### src/rtl/fpu_meter_pkg.sv
package fpu_meter_pkg;

    typedef enum logic [1:0] {
        ST_METERED   = 2'd0,
        ST_LOCKED    = 2'd1,
        ST_UNLIMITED = 2'd2
    } meter_state_e;

    // Per-device code for table entry idx; 37 is odd, so entries are distinct mod 256.
    function automatic logic [7:0] entry_code(input logic [7:0] seed, input int idx);
        int v;
        v = (idx * 37 + int'(seed)) % 256;
        return 8'(v);
    endfunction

endpackage

### src/rtl/fpu_meter_rom.sv
module fpu_meter_rom #(
    parameter int         NUM_CODES = 100,
    parameter int         CODE_W    = 8,
    parameter logic [7:0] SEED      = 8'h5A,
    localparam int        IDX_W     = $clog2(NUM_CODES + 1)
) (
    input  logic [IDX_W-1:0]  idx_i,
    output logic [CODE_W-1:0] code_o
);
    logic [CODE_W-1:0] table_q [NUM_CODES];

    for (genvar g = 0; g < NUM_CODES; g++) begin : g_entry
        assign table_q[g] = CODE_W'(fpu_meter_pkg::entry_code(SEED, g));
    end

    always_comb begin
        code_o = '0;
        for (int i = 0; i < NUM_CODES; i++) begin
            if (idx_i == IDX_W'(i)) code_o = table_q[i];
        end
    end
endmodule

### src/rtl/fpu_meter_credit.sv
module fpu_meter_credit #(
    parameter int          CREDIT_W = 34,
    parameter logic [63:0] GRANT    = 64'd10_000_000_000
) (
    input  logic clk_i,
    input  logic clr_i,
    input  logic add_i,
    input  logic take_i,
    output logic nonzero_o
);
    localparam logic [63:0] CMAX = (64'd1 << CREDIT_W) - 64'd1;

    logic [CREDIT_W-1:0] credit_q;
    logic [63:0]         sum;
    logic                dec;

    assign nonzero_o = (credit_q != '0);
    assign dec       = take_i && nonzero_o;

    always_comb begin
        sum = 64'(credit_q);
        if (add_i) sum = sum + GRANT;
        if (dec)   sum = sum - 64'd1;
        if (sum > CMAX) sum = CMAX;
    end

    always_ff @(posedge clk_i) begin
        if (clr_i) credit_q <= '0;
        else       credit_q <= sum[CREDIT_W-1:0];
    end
endmodule

### src/rtl/fpu_meter_ctrl.sv
module fpu_meter_ctrl #(
    parameter int          NUM_CODES  = 100,
    parameter int          CODE_W     = 8,
    parameter int          CREDIT_W   = 34,
    parameter logic [63:0] GRANT      = 64'd10_000_000_000,
    parameter int          FAIL_LIMIT = 3,
    parameter logic [7:0]  SEED       = 8'h5A
) (
    input  logic              clk_i,
    input  logic              rst_i,
    input  logic              fclr_i,
    input  logic              try_valid_i,
    input  logic [CODE_W-1:0] try_code_i,
    input  logic              op_done_i,
    output logic              fpu_en_o,
    output logic              locked_o,
    output logic              unlimited_o,
    output logic              accept_o,
    output logic              reject_o
);
    import fpu_meter_pkg::*;

    localparam int IDX_W  = $clog2(NUM_CODES + 1);
    localparam int FAIL_W = $clog2(FAIL_LIMIT + 1);

    meter_state_e      state_q, state_d;
    logic [IDX_W-1:0]  idx_q;
    logic [FAIL_W-1:0] fails_q;
    logic [CODE_W-1:0] expect_code;
    logic              live, hit, miss, credit_nz;

    fpu_meter_rom #(
        .NUM_CODES(NUM_CODES), .CODE_W(CODE_W), .SEED(SEED)
    ) u_rom (
        .idx_i (idx_q),
        .code_o(expect_code)
    );

    fpu_meter_credit #(
        .CREDIT_W(CREDIT_W), .GRANT(GRANT)
    ) u_credit (
        .clk_i    (clk_i),
        .clr_i    (rst_i || fclr_i),
        .add_i    (hit),
        .take_i   (op_done_i && (state_q != ST_UNLIMITED)),
        .nonzero_o(credit_nz)
    );

    assign live = try_valid_i && (state_q == ST_METERED);
    assign hit  = live && (try_code_i == expect_code);
    assign miss = live && (try_code_i != expect_code);

    // Next-state logic: LOCKOUT and PAYOFF transitions
    always_comb begin
        state_d = state_q;
        unique case (state_q)
            ST_METERED: begin
                if (hit && (idx_q == IDX_W'(NUM_CODES - 1)))
                    state_d = ST_UNLIMITED;
                else if (miss && (fails_q == FAIL_W'(FAIL_LIMIT - 1)))
                    state_d = ST_LOCKED;
            end
            ST_LOCKED:    state_d = ST_LOCKED;
            ST_UNLIMITED: state_d = ST_UNLIMITED;
            default:      state_d = ST_METERED;
        endcase
    end

    // State register: only factory clear (WIPE) leaves the sticky states
    always_ff @(posedge clk_i) begin
        if (fclr_i) state_q <= ST_METERED;
        else        state_q <= state_d;
    end

    // Volatile counters and response pulses
    always_ff @(posedge clk_i) begin
        if (rst_i || fclr_i) begin
            idx_q    <= '0;
            fails_q  <= '0;
            accept_o <= 1'b0;
            reject_o <= 1'b0;
        end else begin
            accept_o <= hit;
            reject_o <= miss;
            if (hit) begin
                idx_q   <= idx_q + IDX_W'(1);
                fails_q <= '0;
            end else if (miss) begin
                fails_q <= fails_q + FAIL_W'(1);
            end
        end
    end

    // Output decode
    always_comb begin
        fpu_en_o    = 1'b0;
        locked_o    = 1'b0;
        unlimited_o = 1'b0;
        unique case (state_q)
            ST_METERED:   fpu_en_o = credit_nz;
            ST_LOCKED:    locked_o = 1'b1;
            ST_UNLIMITED: begin
                fpu_en_o    = 1'b1;
                unlimited_o = 1'b1;
            end
            default:      fpu_en_o = 1'b0;
        endcase
    end
endmodule

### config.mk
export PLATFORM = sky130hd
export DESIGN_NAME = fpu_meter_ctrl
export DESIGN_NICKNAME = d
export VERILOG_FILES = /design/src/rtl/fpu_meter_pkg.sv /design/src/rtl/fpu_meter_rom.sv /design/src/rtl/fpu_meter_credit.sv /design/src/rtl/fpu_meter_ctrl.sv
export SDC_FILE = /design/constraint.sdc
export NUM_CORES = 1
export LEC_CHECK = 0
export CORE_ASPECT_RATIO = 0.9
export CORE_MARGIN = 1.5
export CORE_UTILIZATION = 45
export DETAILED_ROUTE_END_ITERATION = 10
export GPL_ROUTABILITY_DRIVEN = 0
export HOLD_SLACK_MARGIN = 0.06
export PLACE_DENSITY = 0.61
export RECOVER_POWER = 100
export SYNTH_ARGS = -nofsm -noshare
export SYNTH_HDL_FRONTEND = slang
export SYNTH_SLANG_ARGS = --single-unit
### constraint.sdc
create_clock -name clk_i -period 4.4 [get_ports clk_i]
set_clock_uncertainty 0.1 [all_clocks]
set_input_delay 0.66 -clock clk_i [delete_from_list [all_inputs] [get_ports clk_i]]
set_output_delay 0.66 -clock clk_i [all_outputs]
set_load 0.01 [all_outputs]
## After elaboration in Yosys (flattened, before gate mapping)

Cells that the tools add are included.

| word-level totals | value |
|---|---|
| bits in registers | 47 |
| input port bits | 13 |
| output and inout bits | 5 |
| logic and storage cells | 238 |

| cells by class | value |
|---|---|
| add/sub/neg operators | 4 |
| magnitude comparators | 1 |
| eq/ne operators | 106 |
| multiplexer cells | 109 |
| reduce and logical (&&, ||, !) cells | 12 |

Operator list:

| cell | number |
|---|---|
| two-way mux 8 bit | 98 |
| equality test 7 bit, second input constant | 36 |
| equality test 7 x 6 -> 1 bit, second input constant | 32 |
| two-way mux 64 bit | 2 |
| equality test 7 x 5 -> 1 bit, second input constant | 16 |
| greater-than comparator 64 x 34 -> 1 bit, second input constant | 1 |
| subtractor 64 x 1 -> 64 bit, second input constant | 1 |
| equality test 7 x 4 -> 1 bit, second input constant | 8 |
| adder 34 x 34 -> 35 bit, second input constant | 1 |
| two-way mux 34 bit | 1 |
| nonzero test 34 bit | 1 |
| equality test 7 x 3 -> 1 bit, second input constant | 4 |
| equality test 7 x 2 -> 1 bit, second input constant | 2 |
| two-way mux 7 bit | 2 |
| equality test 8 bit | 1 |
| != test 8 bit | 1 |
| adder 7 x 1 -> 7 bit, second input constant | 1 |
| equality test 7 x 1 -> 1 bit, second input constant | 1 |
| logical AND 1 bit | 7 |
| logical NOT 7 bit | 1 |
| case mux 2 bit (3 select lines) | 1 |
| equality test 2 bit, second input constant | 2 |
| two-way mux 2 bit | 2 |
| != test 3 x 1 -> 1 bit, second input constant | 1 |
| 8 further kinds | 9 |

## Logic depth before layout (Yosys ltp)

| logic depth | value |
|---|---|
| depth after elaboration | 108 |
| mapped depth | 24 |
| mapped depth without buffers | 17 |

## Hierarchy

A second synthesis with hierarchy kept.

| unflattened totals | value |
|---|---|
| cell total of the unflattened synthesis | 777 |
| area total of the unflattened synthesis | 5798.1 um^2 |

By module, submodules not included:

| module | instances | cells an instance | area an instance (um^2) | seq. area each (um^2) |
|---|---|---|---|---|
| fpu_meter_credit | 1 | 383 | 3030.4 | 680.7 |
| fpu_meter_rom | 1 | 310 | 1995.7 | 0.0 |
| fpu_meter_ctrl | 1 | 84 | 772.0 | 260.2 |

## Least setup slack after synthesis

Ideal clock, no wire load.

| timing | value |
|---|---|
| path type | flip-flop to flip-flop |
| from | register idx_q[0] |
| to | register u_credit.credit_q[25] |
| setup time | 0.132 ns |
| arrival time | 4.284 ns |
| data required time | 4.168 ns |
| setup slack | -0.116 ns |
| cell stages (with the launch flop) | 22 |
| buffers on the path | 6 |
| clock period less this slack | 4.516 ns |
| cells stage by stage | dfxtp_1 > inv_1 > ha_1 > buf_2 > buf_4 > buf_2 > buf_2 > o311a_1 > nor4_1 > o21ai_1 > a21oi_1 > xnor2_1 > nor4b_2 > buf_2 > nand3_2 > a2bb2oi_1 > nor4_4 > and3_1 > nand4_1 > a21oi_2 > buf_2 > o21ai_0 |

| between the ends | value |
|---|---|
| word-level cells in the longest chain between the ends | 108 |
| elaborated cells on any way between the ends | 207 |
| classes of those cells | 1 x add/sub; 1 x order compare; 100 x eq/ne; 103 x mux; 2 x reduce/logical |

Ends and longest elaborated chain:

| item | line | RTL |
|---|---|---|
| from (decl) | fpu_meter_ctrl.sv:27 | `logic [IDX_W-1:0] idx_q;` |
| from (signal assigned) | fpu_meter_ctrl.sv:86 | `idx_q <= idx_q + IDX_W'(1);` |
| logical NOT 7 bit | fpu_meter_rom.sv:19 | `if (idx_i == IDX_W'(i)) code_o = table_q[i];` |
| two-way mux 7 bit (2 in a row) | fpu_meter_rom.sv:19 |  |
| two-way mux 8 bit (97 in a row) | fpu_meter_rom.sv:19 |  |
| two-way mux 8 bit * | fpu_meter_rom.sv:19 |  |
| equality test 8 bit * | fpu_meter_ctrl.sv:50 | `assign hit = live && (try_code_i == expect_code);` |
| logical AND 1 bit * | fpu_meter_ctrl.sv:50 |  |
| two-way mux 64 bit * | fpu_meter_credit.sv:22 | `if (add_i) sum = sum + GRANT;` |
| subtractor 64 x 1 -> 64 bit | fpu_meter_credit.sv:23 | `if (dec) sum = sum - 64'd1;` |
| two-way mux 64 bit * | fpu_meter_credit.sv:23 |  |
| greater-than comparator 64 x 34 -> 1 bit | fpu_meter_credit.sv:24 | `if (sum > CMAX) sum = CMAX;` |
| two-way mux 34 bit * | fpu_meter_credit.sv:24 |  |
| to (signal assigned) | fpu_meter_credit.sv:29 | `else credit_q <= sum[CREDIT_W-1:0];` |
| to (decl) | fpu_meter_credit.sv:13 | `logic [CREDIT_W-1:0] credit_q;` |

Mark *: on every way between the ends. The rest lies on a longest branch, timed or not.
A chain may end at the register's enable or synchronous reset.

## Worst setup path after layout

| timing | value |
|---|---|
| from | register idx_q[1] |
| to | register u_credit.credit_q[0] |

The elaborated chain is that of the path after synthesis.

==> flow_summary.toml <==
[clock_network]
clkTransAtPathRegs_ps = 70
cts_tree = "built"
clk_path_buf_depth = 2
cts.sinks = 47
clock_latency_ps = 300
cts_buffers = 5
h-tree-depth = 2
clockRootBuffer = "clkbuf_16"

[power]
irDropWorstVdd_mv = 0.366
p_leak_nw = 3.99
power.density_nw_per_um2 = 275

[floorplan]
die_area_sq_um = 15300
rows = 41
ios = 18
dieHeight_microns = 118
initial_utilization_pct = 46.4
die_x_microns = 130
coreArea_sq_um = 14200

[worst_setup_path]
end_kind = "flip-flop"
crit_path_start_kind = "flip-flop"
rr_worst_depth = 22
cp_max_fo = 11
r2r_end = "u_credit.credit_q[0]"
worstReg2RegStart = "idx_q[1]"
arrival_ps = 4840
path_cells = "buf_6 -> ha_4 -> buf_12 -> buf_4 -> nand2_1 -> a211o_1 -> o21a_1 -> a32o_2 -> a32oi_2 -> o311ai_4 -> nor4b_4 -> buf_6 -> nand3_4 -> a2bb2oi_4 -> nor4_4 -> and3_1 -> nand4_1 -> a21oi_4 -> buf_6 -> buf_12 -> buf_12 -> o21ai_0"
required_ps = 4460
crit_path_start = "idx_q[1]"
critPathBufInv = 7
crit_type = "reg -> reg"
r2r_setup_slack_ps = -380
cp_top_family = "compound AO/OA/AOI/OAI gates"
critPathMaxStageDelay_ps = 380
cp_slowest_cell = "dfxtp_4"

[routing]
dr.pass1.iters = 9
drt_iter0_drc = 1698
route.detailed.drc = 0
dr_total_vias = 9447
wl_per_cell_microns = 22.5
wl_microns = 31400
viasPerCell = 6.77
ant_nets = 0

[sta]
finalHoldViolations = 0
max_freq_mhz = 209
setup_viol = 34
rsz0062_at_grt = "true"
fin_ws_ps = -378
report.final.slew_viol_count = 0
tightest_slew_ps = 768
hold_ws_ps = 424
period_needed_ps = 4780
slew_headroom_pct = 48.4
post-route-period-util_pct = 109

[grt]
grt.overflow.total = 0
grt_pass1_wl_microns = 46800
grt.total_usage_pct = 38.7
grt_start_max_net_pins = 33
antenna_found_initial = 0
grt_pass1_vias = 8566

[logic_synthesis]
ys_seq_elements = 47
seq_area_frac_synth_pct = 14.3
synth_nets = 989
synth_warnings = 0
async_flop_share_pct = 0
synth.distinct_cells = 94
postSynthAreaPerCell_sq_um = 6.80
synth.area.top_cells = "dfxtp_1 14%, o21ai_0 6.3%, xnor2_1 6.1%, a21oi_1 5.8%, nand2_1 4.7%"
synthCells = 967
synth_edf_count = 0
synth.largest_area_cell = "dfxtp_1"
syn_area_sq_um = 6580
ys.flop_type = "dfxtp_1"
synth_top_area_share_pct = 14.3

[finish]
post-route-cell-area_sq_um = 10000
layout-drive-gt1-share_pct = 37.7
diodes = 0
stdcell_count = 1396
fill_cells = 1127
syn2layout_area_growth_pct = 52.1
nets = 1224

[job]
drv_cap = 0

[worst_hold_path]
min_to = "fails_q[1]"
hold_path_class = "reg -> reg"
min_path_cells = 2
min_from = "fails_q[1]"

[placement]
place_inst = 1348
dpl_cell_area_sq_um = 8600
place_hpwl_microns = 21200
portBuffers = 17

[status]
status = "finished, violations left"
violations = "negative setup slack"
-- what timing repair did --
| action | 4_1_cts | 5_1_grt |
|---|---|---|
| cloned | 5 | 1 |
| pin swaps | 20 | 41 |
| gates resized for setup | 102 | 85 |
| hold buffers | 0 | 0 |
| setup endpoints to repair | 35 | 37 |
| buffers inserted | 26 | 10 |
-- Yosys cell counts (all sizes together) (6+ instances only) --
cell type  count
nor3b          8
a31oi         15
nor4          14
and2          13
a21oi         77
ha             9
o32ai          9
and3          10
nand2b        21
nand3         32
o221ai         9
a21o           9
or2            9
buf           56
o211ai        10
nor2          82
dfxtp         47
xor2          16
nor2b         14
xnor2         46
o31ai          9
a211oi         9
o21ai         91
nor3          37
a22oi          7
inv           20
nand2         82
or3           16
nand3b         6
clkbuf        40
o22ai         15
nand4         18
a211o          8
-- final cells by class --
type / count / area [sq um] / share of cell area (%)
Multi-Input combinational cell: 802 / 5730 / 57.3
Inverter: 22 / 85.1 / 0.851
Sequential cell: 47 / 952 / 9.52
Tap cell: 193 / 241 / 2.41
Clock buffer: 5 / 125 / 1.25
Timing Repair Buffer: 324 / 2820 / 28.2
Clock inverter: 3 / 47.5 / 0.475
-- flip-flops by register name, summed over array words and instances, names as in the netlist --
signal / flops
reject_o: 1
accept_o: 1
fails_q: 2
idx_q: 7
u_credit.credit_q: 34
state_q: 2
-- cell usage in the layout (no fill, tap or decap), drive strengths merged, types with 16 or more instances in the layout --
cell,netlist,final
inv,20,21
nand2b,21,21
xnor2,46,46
nand4,18,18
nor2,82,82
dfxtp,47,47
xor2,16,16
or3,16,16
nand2,82,82
buf,56,305
nor3,37,37
o21ai,91,91
nand3,32,32
a21oi,77,77
-- worst register-to-register path: stages (launching register included) --
cell	delay, ps
dfxtp_4	380
buf_6	110
ha_4	240
buf_12	160
buf_4	190
nand2_1	120
a211o_1	330
o21a_1	150
a32o_2	250
a32oi_2	220
o311ai_4	150
nor4b_4	360
buf_6	170
nand3_4	120
a2bb2oi_4	190
nor4_4	350
and3_1	230
nand4_1	180
a21oi_4	190
buf_6	140
buf_12	100
buf_12	130
o21ai_0	80
-- through the flow --
stage          util, %  total power [mW]  setup TNS, ps  setup slack, ps
5_1_grt           70.7              2.90         -15700             -497
2_1_floorplan        -              1.54              0             4.68
4_1_cts           67.8              2.61          -7560             -248
6_report          70.7              2.75         -11710             -378
3_5_place_dp      60.7              2.00         -20190             -633
3_3_place_gp      60.7              2.00         -17180             -548
-- kinds of logic (layout without fill, tap and decap cells) --
family / count (synthesis) / after routing / share of synthesized area [%]
compound gates: 337 / 337 / 34.1
xor+xnor: 62 / 62 / 8.26
fa+ha+maj: 10 / 10 / 1.86
buf+inv: 118 / 354 / 8.53
flops: 47 / 47 / 14.3
mux: 9 / 9 / 1.69
simple gates: 384 / 384 / 31.2
-- metal layers --
layer  wire length, microns  GRT usage, %
met4                   1560          10.4
met1                  12600          56.3
met2                  12300          53.0
met3                   4880          14.1
met5                      0             0
-- worst max path at each step --
| stage | cells after the start | slack [ps] | endpoint |
|---|---|---|---|
| after floorplan | 20 | 5 | u_credit.credit_q[28] |
| after global placement | 19 | -550 | u_credit.credit_q[28] |
| after detailed placement | 21 | -630 | u_credit.credit_q[9] |
| after CTS | 23 | -250 | u_credit.credit_q[33] |
| after global routing | 21 | -500 | u_credit.credit_q[10] |
| final | 22 | -380 | u_credit.credit_q[0] |
-- power by group --
| group | internal, mW | switching [mW] | total (mW) | leakage, nW |
|---|---|---|---|---|
| Sequential | 0.510 | 0.133 | 0.643 | 0.385 |
| Combinational | 0.795 | 0.856 | 1.65 | 3.52 |
| Clock | 0.272 | 0.188 | 0.460 | 0.0844 |
| Total | 1.58 | 1.18 | 2.75 | 3.99 |
Note: power is estimated with default switching activity, not from simulation.
